===== config.mk =====
export PLATFORM = sky130hd
export DESIGN_NAME = i2c_target_stretch
export DESIGN_NICKNAME = d
export VERILOG_FILES = /design/src/rtl/i2c_tgt_pkg.sv /design/src/rtl/i2c_line_sync.sv /design/src/rtl/i2c_hold_reg.sv /design/src/rtl/i2c_tgt_engine.sv /design/src/rtl/i2c_target_stretch.sv
export SDC_FILE = /design/constraint.sdc
export NUM_CORES = 1
export LEC_CHECK = 0
export BUFFER_PORTS_ARGS = -buffer_cell sky130_fd_sc_hd__clkbuf_2
export CORE_ASPECT_RATIO = 0.9
export CORE_UTILIZATION = 51
export DETAILED_ROUTE_END_ITERATION = 10
export GPL_TIMING_DRIVEN = 0
export PLACE_DENSITY = 0.76
export SETUP_SLACK_MARGIN = 0.3
export SLEW_MARGIN = 25
export SYNTH_ARGS = -nofsm -noshare
export SYNTH_HDL_FRONTEND = slang
export SYNTH_SLANG_ARGS = --single-unit
export TNS_END_PERCENT = 10

===== constraint.sdc =====
create_clock -name clk -period 1.9 [get_ports clk]
set_input_delay 0.095 -clock clk [delete_from_list [all_inputs] [get_ports clk]]
set_output_delay 0.095 -clock clk [all_outputs]
set_load 0.01 [all_outputs]

===== src/rtl/i2c_tgt_pkg.sv =====
package i2c_tgt_pkg;

  typedef enum logic [3:0] {
    ST_IDLE,
    ST_ADDR,
    ST_ADDR_ACK,
    ST_RX_BITS,
    ST_RX_HOLD,
    ST_RX_ACK,
    ST_TX_WAIT,
    ST_TX_BITS,
    ST_TX_ACK,
    ST_IGNORE
  } tgt_state_e;

  typedef struct packed {
    logic start;
    logic stop;
    logic scl_rise;
    logic scl_fall;
    logic sda;
  } bus_evt_t;

endpackage


===== src/rtl/i2c_line_sync.sv =====
module i2c_line_sync
  import i2c_tgt_pkg::*;
#(
  parameter int SYNC_STAGES = 2
) (
  input  logic     clk,
  input  logic     rst_n,
  input  logic     scl_i,
  input  logic     sda_i,
  output bus_evt_t evt
);
  localparam int DEPTH = SYNC_STAGES + 1;

  logic [1:0] raw;
  logic [1:0] cur;
  logic [1:0] prev;

  assign raw = {scl_i, sda_i};

  // one synchroniser chain per line, plus one history flop for edges
  for (genvar g = 0; g < 2; g++) begin : g_line
    logic [DEPTH-1:0] pipe;
    always_ff @(posedge clk or negedge rst_n) begin
      if (!rst_n) pipe <= '1;
      else        pipe <= {pipe[DEPTH-2:0], raw[g]};
    end
    assign cur[g]  = pipe[DEPTH-2];
    assign prev[g] = pipe[DEPTH-1];
  end

  always_comb begin
    evt.start    = cur[1] & prev[1] & prev[0] & ~cur[0];
    evt.stop     = cur[1] & prev[1] & ~prev[0] & cur[0];
    evt.scl_rise = cur[1] & ~prev[1];
    evt.scl_fall = ~cur[1] & prev[1];
    evt.sda      = cur[0];
  end
endmodule


===== src/rtl/i2c_hold_reg.sv =====
module i2c_hold_reg #(
  parameter int W = 8
) (
  input  logic         clk,
  input  logic         rst_n,
  input  logic         in_valid,
  output logic         in_ready,
  input  logic [W-1:0] in_data,
  output logic         out_valid,
  input  logic         out_ready,
  output logic [W-1:0] out_data
);
  logic         full;
  logic [W-1:0] data_q;

  assign in_ready  = ~full;
  assign out_valid = full;
  assign out_data  = data_q;

  always_ff @(posedge clk or negedge rst_n) begin
    if (!rst_n) begin
      full   <= 1'b0;
      data_q <= '0;
    end else if (in_valid && !full) begin
      full   <= 1'b1;
      data_q <= in_data;
    end else if (full && out_ready) begin
      full <= 1'b0;
    end
  end
endmodule


===== src/rtl/i2c_tgt_engine.sv =====
module i2c_tgt_engine
  import i2c_tgt_pkg::*;
#(
  parameter int AW = 7,
  parameter int DW = 8
) (
  input  logic          clk,
  input  logic          rst_n,
  input  bus_evt_t      evt,
  input  logic [AW-1:0] own_addr,
  input  logic          ack_en,
  input  logic          gc_en,
  input  logic          rx_space,
  input  logic          tx_avail,
  input  logic [DW-1:0] tx_byte,
  output logic          rx_push,
  output logic [DW-1:0] rx_byte,
  output logic          tx_pop,
  output logic          scl_low,
  output logic          sda_low,
  output logic          addr_match,
  output logic          gc_hit,
  output logic          dir_tx,
  output logic          stop_det,
  output logic          nack_det
);
  localparam int            CW      = $clog2(DW + 1);
  localparam logic [CW-1:0] LAST_RX = CW'(DW);
  localparam logic [CW-1:0] LAST_TX = CW'(DW - 1);

  tgt_state_e    state;
  logic [CW-1:0] bitcnt;
  logic [DW-1:0] shreg;
  logic          hit_own;
  logic          hit_gc;

  assign hit_own = (shreg[DW-1 -: AW] == own_addr);
  assign hit_gc  = gc_en && (shreg[DW-1 -: AW] == '0);

  assign rx_byte = shreg;
  assign rx_push = (state == ST_RX_BITS) && evt.scl_fall && (bitcnt == LAST_RX) && rx_space;
  assign tx_pop  = (state == ST_TX_WAIT) && tx_avail;
  assign scl_low = (state == ST_TX_WAIT) || (state == ST_RX_HOLD);

  always_ff @(posedge clk or negedge rst_n) begin
    if (!rst_n) begin
      state      <= ST_IDLE;
      bitcnt     <= '0;
      shreg      <= '0;
      sda_low    <= 1'b0;
      addr_match <= 1'b0;
      gc_hit     <= 1'b0;
      dir_tx     <= 1'b0;
      stop_det   <= 1'b0;
      nack_det   <= 1'b0;
    end else begin
      stop_det <= 1'b0;
      nack_det <= 1'b0;
      if (evt.stop) begin
        state      <= ST_IDLE;
        sda_low    <= 1'b0;
        addr_match <= 1'b0;
        gc_hit     <= 1'b0;
        dir_tx     <= 1'b0;
        stop_det   <= 1'b1;
      end else if (evt.start) begin
        state      <= ST_ADDR;
        bitcnt     <= '0;
        sda_low    <= 1'b0;
        addr_match <= 1'b0;
        gc_hit     <= 1'b0;
        dir_tx     <= 1'b0;
      end else begin
        unique case (state)
          ST_ADDR: begin
            if (evt.scl_rise) begin
              shreg  <= {shreg[DW-2:0], evt.sda};
              bitcnt <= bitcnt + 1'b1;
            end else if (evt.scl_fall && bitcnt == LAST_RX) begin
              if ((hit_own || hit_gc) && ack_en) begin
                sda_low    <= 1'b1;
                addr_match <= 1'b1;
                gc_hit     <= hit_gc;
                dir_tx     <= shreg[0];
                state      <= ST_ADDR_ACK;
              end else begin
                state <= ST_IGNORE;
              end
            end
          end
          ST_ADDR_ACK: begin
            if (evt.scl_fall) begin
              sda_low <= 1'b0;
              bitcnt  <= '0;
              state   <= dir_tx ? ST_TX_WAIT : ST_RX_BITS;
            end
          end
          ST_RX_BITS: begin
            if (evt.scl_rise) begin
              shreg  <= {shreg[DW-2:0], evt.sda};
              bitcnt <= bitcnt + 1'b1;
            end else if (rx_push) begin
              state <= ST_RX_HOLD;
            end
          end
          ST_RX_HOLD: begin
            if (rx_space) begin
              sda_low <= ack_en;
              state   <= ST_RX_ACK;
            end
          end
          ST_RX_ACK: begin
            if (evt.scl_fall) begin
              sda_low <= 1'b0;
              bitcnt  <= '0;
              state   <= ST_RX_BITS;
            end
          end
          ST_TX_WAIT: begin
            if (tx_avail) begin
              shreg   <= tx_byte;
              sda_low <= ~tx_byte[DW-1];
              bitcnt  <= '0;
              state   <= ST_TX_BITS;
            end
          end
          ST_TX_BITS: begin
            if (evt.scl_fall) begin
              if (bitcnt == LAST_TX) begin
                sda_low <= 1'b0;
                state   <= ST_TX_ACK;
              end else begin
                shreg   <= {shreg[DW-2:0], 1'b0};
                sda_low <= ~shreg[DW-2];
                bitcnt  <= bitcnt + 1'b1;
              end
            end
          end
          ST_TX_ACK: begin
            if (evt.scl_rise && evt.sda) begin
              nack_det <= 1'b1;
              state    <= ST_IGNORE;
            end else if (evt.scl_fall) begin
              state <= ST_TX_WAIT;
            end
          end
          default: ;
        endcase
      end
    end
  end
endmodule


===== src/rtl/i2c_target_stretch.sv =====
module i2c_target_stretch
  import i2c_tgt_pkg::*;
#(
  parameter int AW          = 7,
  parameter int DW          = 8,
  parameter int SYNC_STAGES = 2
) (
  input  logic          clk,
  input  logic          rst_n,
  input  logic          scl_i,
  input  logic          sda_i,
  output logic          scl_drive_low,
  output logic          sda_drive_low,
  input  logic [AW-1:0] own_addr,
  input  logic          ack_en,
  input  logic          gc_en,
  output logic [DW-1:0] rx_data,
  output logic          rx_valid,
  input  logic          rx_ready,
  input  logic [DW-1:0] tx_data,
  input  logic          tx_valid,
  output logic          tx_ready,
  output logic          addr_match,
  output logic          gc_hit,
  output logic          dir_tx,
  output logic          stop_det,
  output logic          nack_det
);
  bus_evt_t      evt;
  logic          rx_push;
  logic          rx_space;
  logic [DW-1:0] rx_byte;
  logic          tx_pop;
  logic          tx_avail;
  logic [DW-1:0] tx_byte;

  i2c_line_sync #(.SYNC_STAGES(SYNC_STAGES)) u_sync (
    .clk(clk), .rst_n(rst_n), .scl_i(scl_i), .sda_i(sda_i), .evt(evt)
  );

  i2c_hold_reg #(.W(DW)) u_rx_buf (
    .clk(clk), .rst_n(rst_n),
    .in_valid(rx_push), .in_ready(rx_space), .in_data(rx_byte),
    .out_valid(rx_valid), .out_ready(rx_ready), .out_data(rx_data)
  );

  i2c_hold_reg #(.W(DW)) u_tx_buf (
    .clk(clk), .rst_n(rst_n),
    .in_valid(tx_valid), .in_ready(tx_ready), .in_data(tx_data),
    .out_valid(tx_avail), .out_ready(tx_pop), .out_data(tx_byte)
  );

  i2c_tgt_engine #(.AW(AW), .DW(DW)) u_eng (
    .clk(clk), .rst_n(rst_n), .evt(evt),
    .own_addr(own_addr), .ack_en(ack_en), .gc_en(gc_en),
    .rx_space(rx_space), .tx_avail(tx_avail), .tx_byte(tx_byte),
    .rx_push(rx_push), .rx_byte(rx_byte), .tx_pop(tx_pop),
    .scl_low(scl_drive_low), .sda_low(sda_drive_low),
    .addr_match(addr_match), .gc_hit(gc_hit), .dir_tx(dir_tx),
    .stop_det(stop_det), .nack_det(nack_det)
  );
endmodule


==> metrics <==
CTS H-Tree Depth=2; number of cells on the worst hold path=2; # rows=23; die height=68.1 um; final setup violation count=17; Crit Path Class=flip-flop to flip-flop; CTS clk-pin slew, worst paths=0.08 ns; Synth area leader=dfrtp_1; Antenna Nets Post-Route=0; Pleak=roughly 1.6 nW; met3 usage in global routing=7.07%; Synth area leaders=dfrtp_1 (40%), mux2_2 (7.3%), dfstp_2 (6.4%), mux2i_1 (3.6%), nand2_1 (3.5%); async set or reset register ratio after synthesis=100%; synthesized area=~0.0025 mm2; I/O pin cnt=40; initial detailed-routing violation count=232; YS warnings=0; DP Worst Slack=-0.347 ns; failing checks=setup timing; reg-to-reg setup timing slack=-0.13 ns; Worst Max-Slew Pin Slew=around 0.62 ns; Die Width=75.5 um; placed cell areas=0.00276 mm2; final setup margin=-0.127 ns; Final Hold Vio Count=0; most frequent CP cell=buf_6; initial antenna violation count=0; Finished Cell Area=0.00343 mm2; Post-Synthesis Cells=approximately 230; WP data arrival=approximately 2.3 ns; Core Area=0.00455 mm2; Num CTS Buffers=5; most common cell in the netlist=dfrtp_1; reg-to-reg critical path startpoint=u_sync.g_line[1].pipe[2]; RSZ-0062 raised after global routing=true; Max Cap Viol=0; clk_lat worst skew=0.30 ns; Initial Utilization=54.5%; Die ar.=0.00514 mm2; Worst setup EP type=flip-flop; clock tree buffer depth=2; ant diodes=0; post-synth cell types=54; Total GRT Usage=25.8%; Seq/Total Area, Yosys=a little under half; status=finished with violations; CP Max Fanout=8; Area growth, synth to finish=38.2%; I/O Buffers=39; DR pass1 iterations=4; DR DRC count=0; crit path time final=2.03 ns; TritonCTS clock tree=built; grt total ovfl=0; met2 Usage GRT=39.0%; hpwl dp=3940 um; Worst Setup Start Kind=flip-flop; Final GP Congestion=0.902; vias=2235; syn_nets=around 260; clock sink count=between 40 and 50; EDFF count, synth=0; highest clock rate=between 0.4 and 0.5 GHz; Routed WL=between 6000 and 7000 um; Hold Path Origin=tx_data[6]; Worst Hold End=u_tx_buf.out_data[6]; Power per Cell Area=1570 mW/mm2; top cell type's share of synthesized area=approximately two fifths; synth cell count leaders=dfrtp_1 (40), nand2_1 (23), mux2_2 (16), o21ai_0 (16), nor2_1 (12); Worst Clk Skew=between 0.005 and 0.006 ns; critical path's largest stage delay=0.54 ns; CP required=2.12 ns; vias per std cell=5.84; layout cells sized above 1=between 50% and 60%; Reg2Reg Depth=8; #FFs+latches synth=46; pin count of the biggest net entering global routing=47; slew margin rel.=58.5%; period utilisation layout=107%; CP max stage cell=dfstp_2; met1 Usage GRT=between 30% and 40%; Tightest Hold Check Type=input port to flip-flop; worst-path cell chain=nor2b_4, buf_6, nor2_1, a221o_2, a2111oi_4, buf_6, o21ai_2, a31oi_1; max-slew violations=0; Syn Area/Cell=approximately 11 um2; first-pass GRT wire length=9690 um; GR peak layer=met2; VDD IR max=0.790 mV; clk root buf=clkbuf_8; ys flop type=dfrtp_1; reg-to-reg endpoint=u_eng.state[1]; average wire per standard cell=17.5 um; Final nets=346; number of global-route vias before repair=2009
==> cell usage in the layout, fill, tap and decap left out, types with 4 or more instances in the layout <==
| cell type | count |
|---|---|
| clkbuf_2 | 38 |
| dfrtp_1 | 36 |
| buf_4 | 34 |
| nand2_1 | 19 |
| mux2_2 | 15 |
| nor2_1 | 11 |
| buf_6 | 10 |
| inv_1 | 9 |
| mux2i_1 | 9 |
| clkbuf_8 | 8 |
| o21ai_0 | 8 |
| a21oi_1 | 8 |
| o21ai_1 | 6 |
| dfstp_2 | 6 |
| xnor2_1 | 5 |
| nand3_1 | 5 |
| o21ai_2 | 4 |
| nand2_2 | 4 |
| dlygate4sd3_1 | 4 |
| dfrtp_2 | 4 |
==> repair_timing <==
item / 4_1_cts / 5_1_grt
endpoints found under the hold margin: 43 / 0
setup endpoints to repair: 29 / 29
pin swaps: 11 / 16
hold buffers: 4 / 0
buffers inserted: 28 / 9
gates resized for setup: 25 / 45
==> sequential cells by signal (all words and copies together), names as in the netlist <==
signal              cells
u_eng.dir_tx            1
u_rx_buf.out_valid      1
u_eng.nack_det          1
u_tx_buf.out_data       8
u_eng.sda_low           1
u_rx_buf.out_data       8
u_eng.addr_match        1
u_eng.state             4
u_eng.stop_det          1
u_sync.g_line.pipe      6
u_eng.gc_hit            1
u_eng.rx_byte           8
u_tx_buf.out_valid      1
u_eng.bitcnt            4
==> worst max-delay path: cells and delay by family (launching register included) <==
kind / cells / cell delay, ns
AND/OR/NAND/NOR: 2 / 0.20
flip-flops: 1 / 0.54
buffers and inverters: 2 / 0.31
AO/OA/AOI/OAI: 4 / 0.91
==> cell families (layout without fill, tap and decap cells) <==
group           after synthesis  in the layout  synth area share [%]
fa+ha+maj                     2              2                  1.01
mux                          25             25                  10.9
buf+inv                      23            110                  5.00
flops                        46             46                  46.7
xor+xnor                      8              8                  2.83
simple gates                 79             79                  18.6
compound gates               51             51                  14.9
==> area by class of cell <==
| cell class | count | area, um2 |
|---|---|---|
| fillers | 317 | 1120 |
| repair buffers | 80 | 534 |
| inverters | 10 | 41.3 |
| well taps | 62 | 77.6 |
| clock inverters | 1 | 30.0 |
| clock buffers | 6 | 82.6 |
| plain buffers | 13 | 128 |
| flip-flops and latches | 46 | 1160 |
| multi-input cells | 165 | 1370 |
==> worst max path at each step <==
stage | start | endpoint | cells after the start | slack (ns)
3_3_place_gp | u_eng.rx_byte[6] | u_eng.dir_tx | 6 | -0.31
2_1_floorplan | u_sync.g_line[1].pipe[2] | u_eng.bitcnt[2] | 7 | -0.04
3_5_place_dp | u_eng.rx_byte[6] | u_eng.dir_tx | 6 | -0.35
5_1_grt | u_sync.g_line[1].pipe[2] | u_eng.state[1] | 8 | -0.19
6_report | u_sync.g_line[1].pipe[2] | u_eng.state[1] | 8 | -0.13
4_1_cts | u_sync.g_line[1].pipe[2] | u_eng.bitcnt[2] | 7 | -0.07
==> layer usage <==
layer | vias up | routed length, um
li1 | 1010 | -
met1 | 1084 | 2950
met2 | 121 | 3110
met3 | 20 | 504
met4 | 0 | 130
met5 | - | 0
==> power by group <==
part           internal (W)  switching (W)
Clock              0.000421       0.000323
Combinational       0.00149        0.00156
Sequential          0.00130       0.000292
Total               0.00321        0.00218
==> metrics by stage <==
step	utilization [%]	TNS, ns	hold WS [ns]	power (W)	cells
after detailed placement	60.6	-5.10	0.174	0.00362	335
final	75.3	-1.19	0.0297	0.00539	383
after global routing	75.3	-2.39	0.0255	0.00568	383
after floorplan	-	-0.0393	-0.201	0.00310	234
after global placement	60.6	-4.21	0.183	0.00353	335
after CTS	70.3	-0.650	0.0295	0.00483	374
Power figures use the tool's default switching activity.
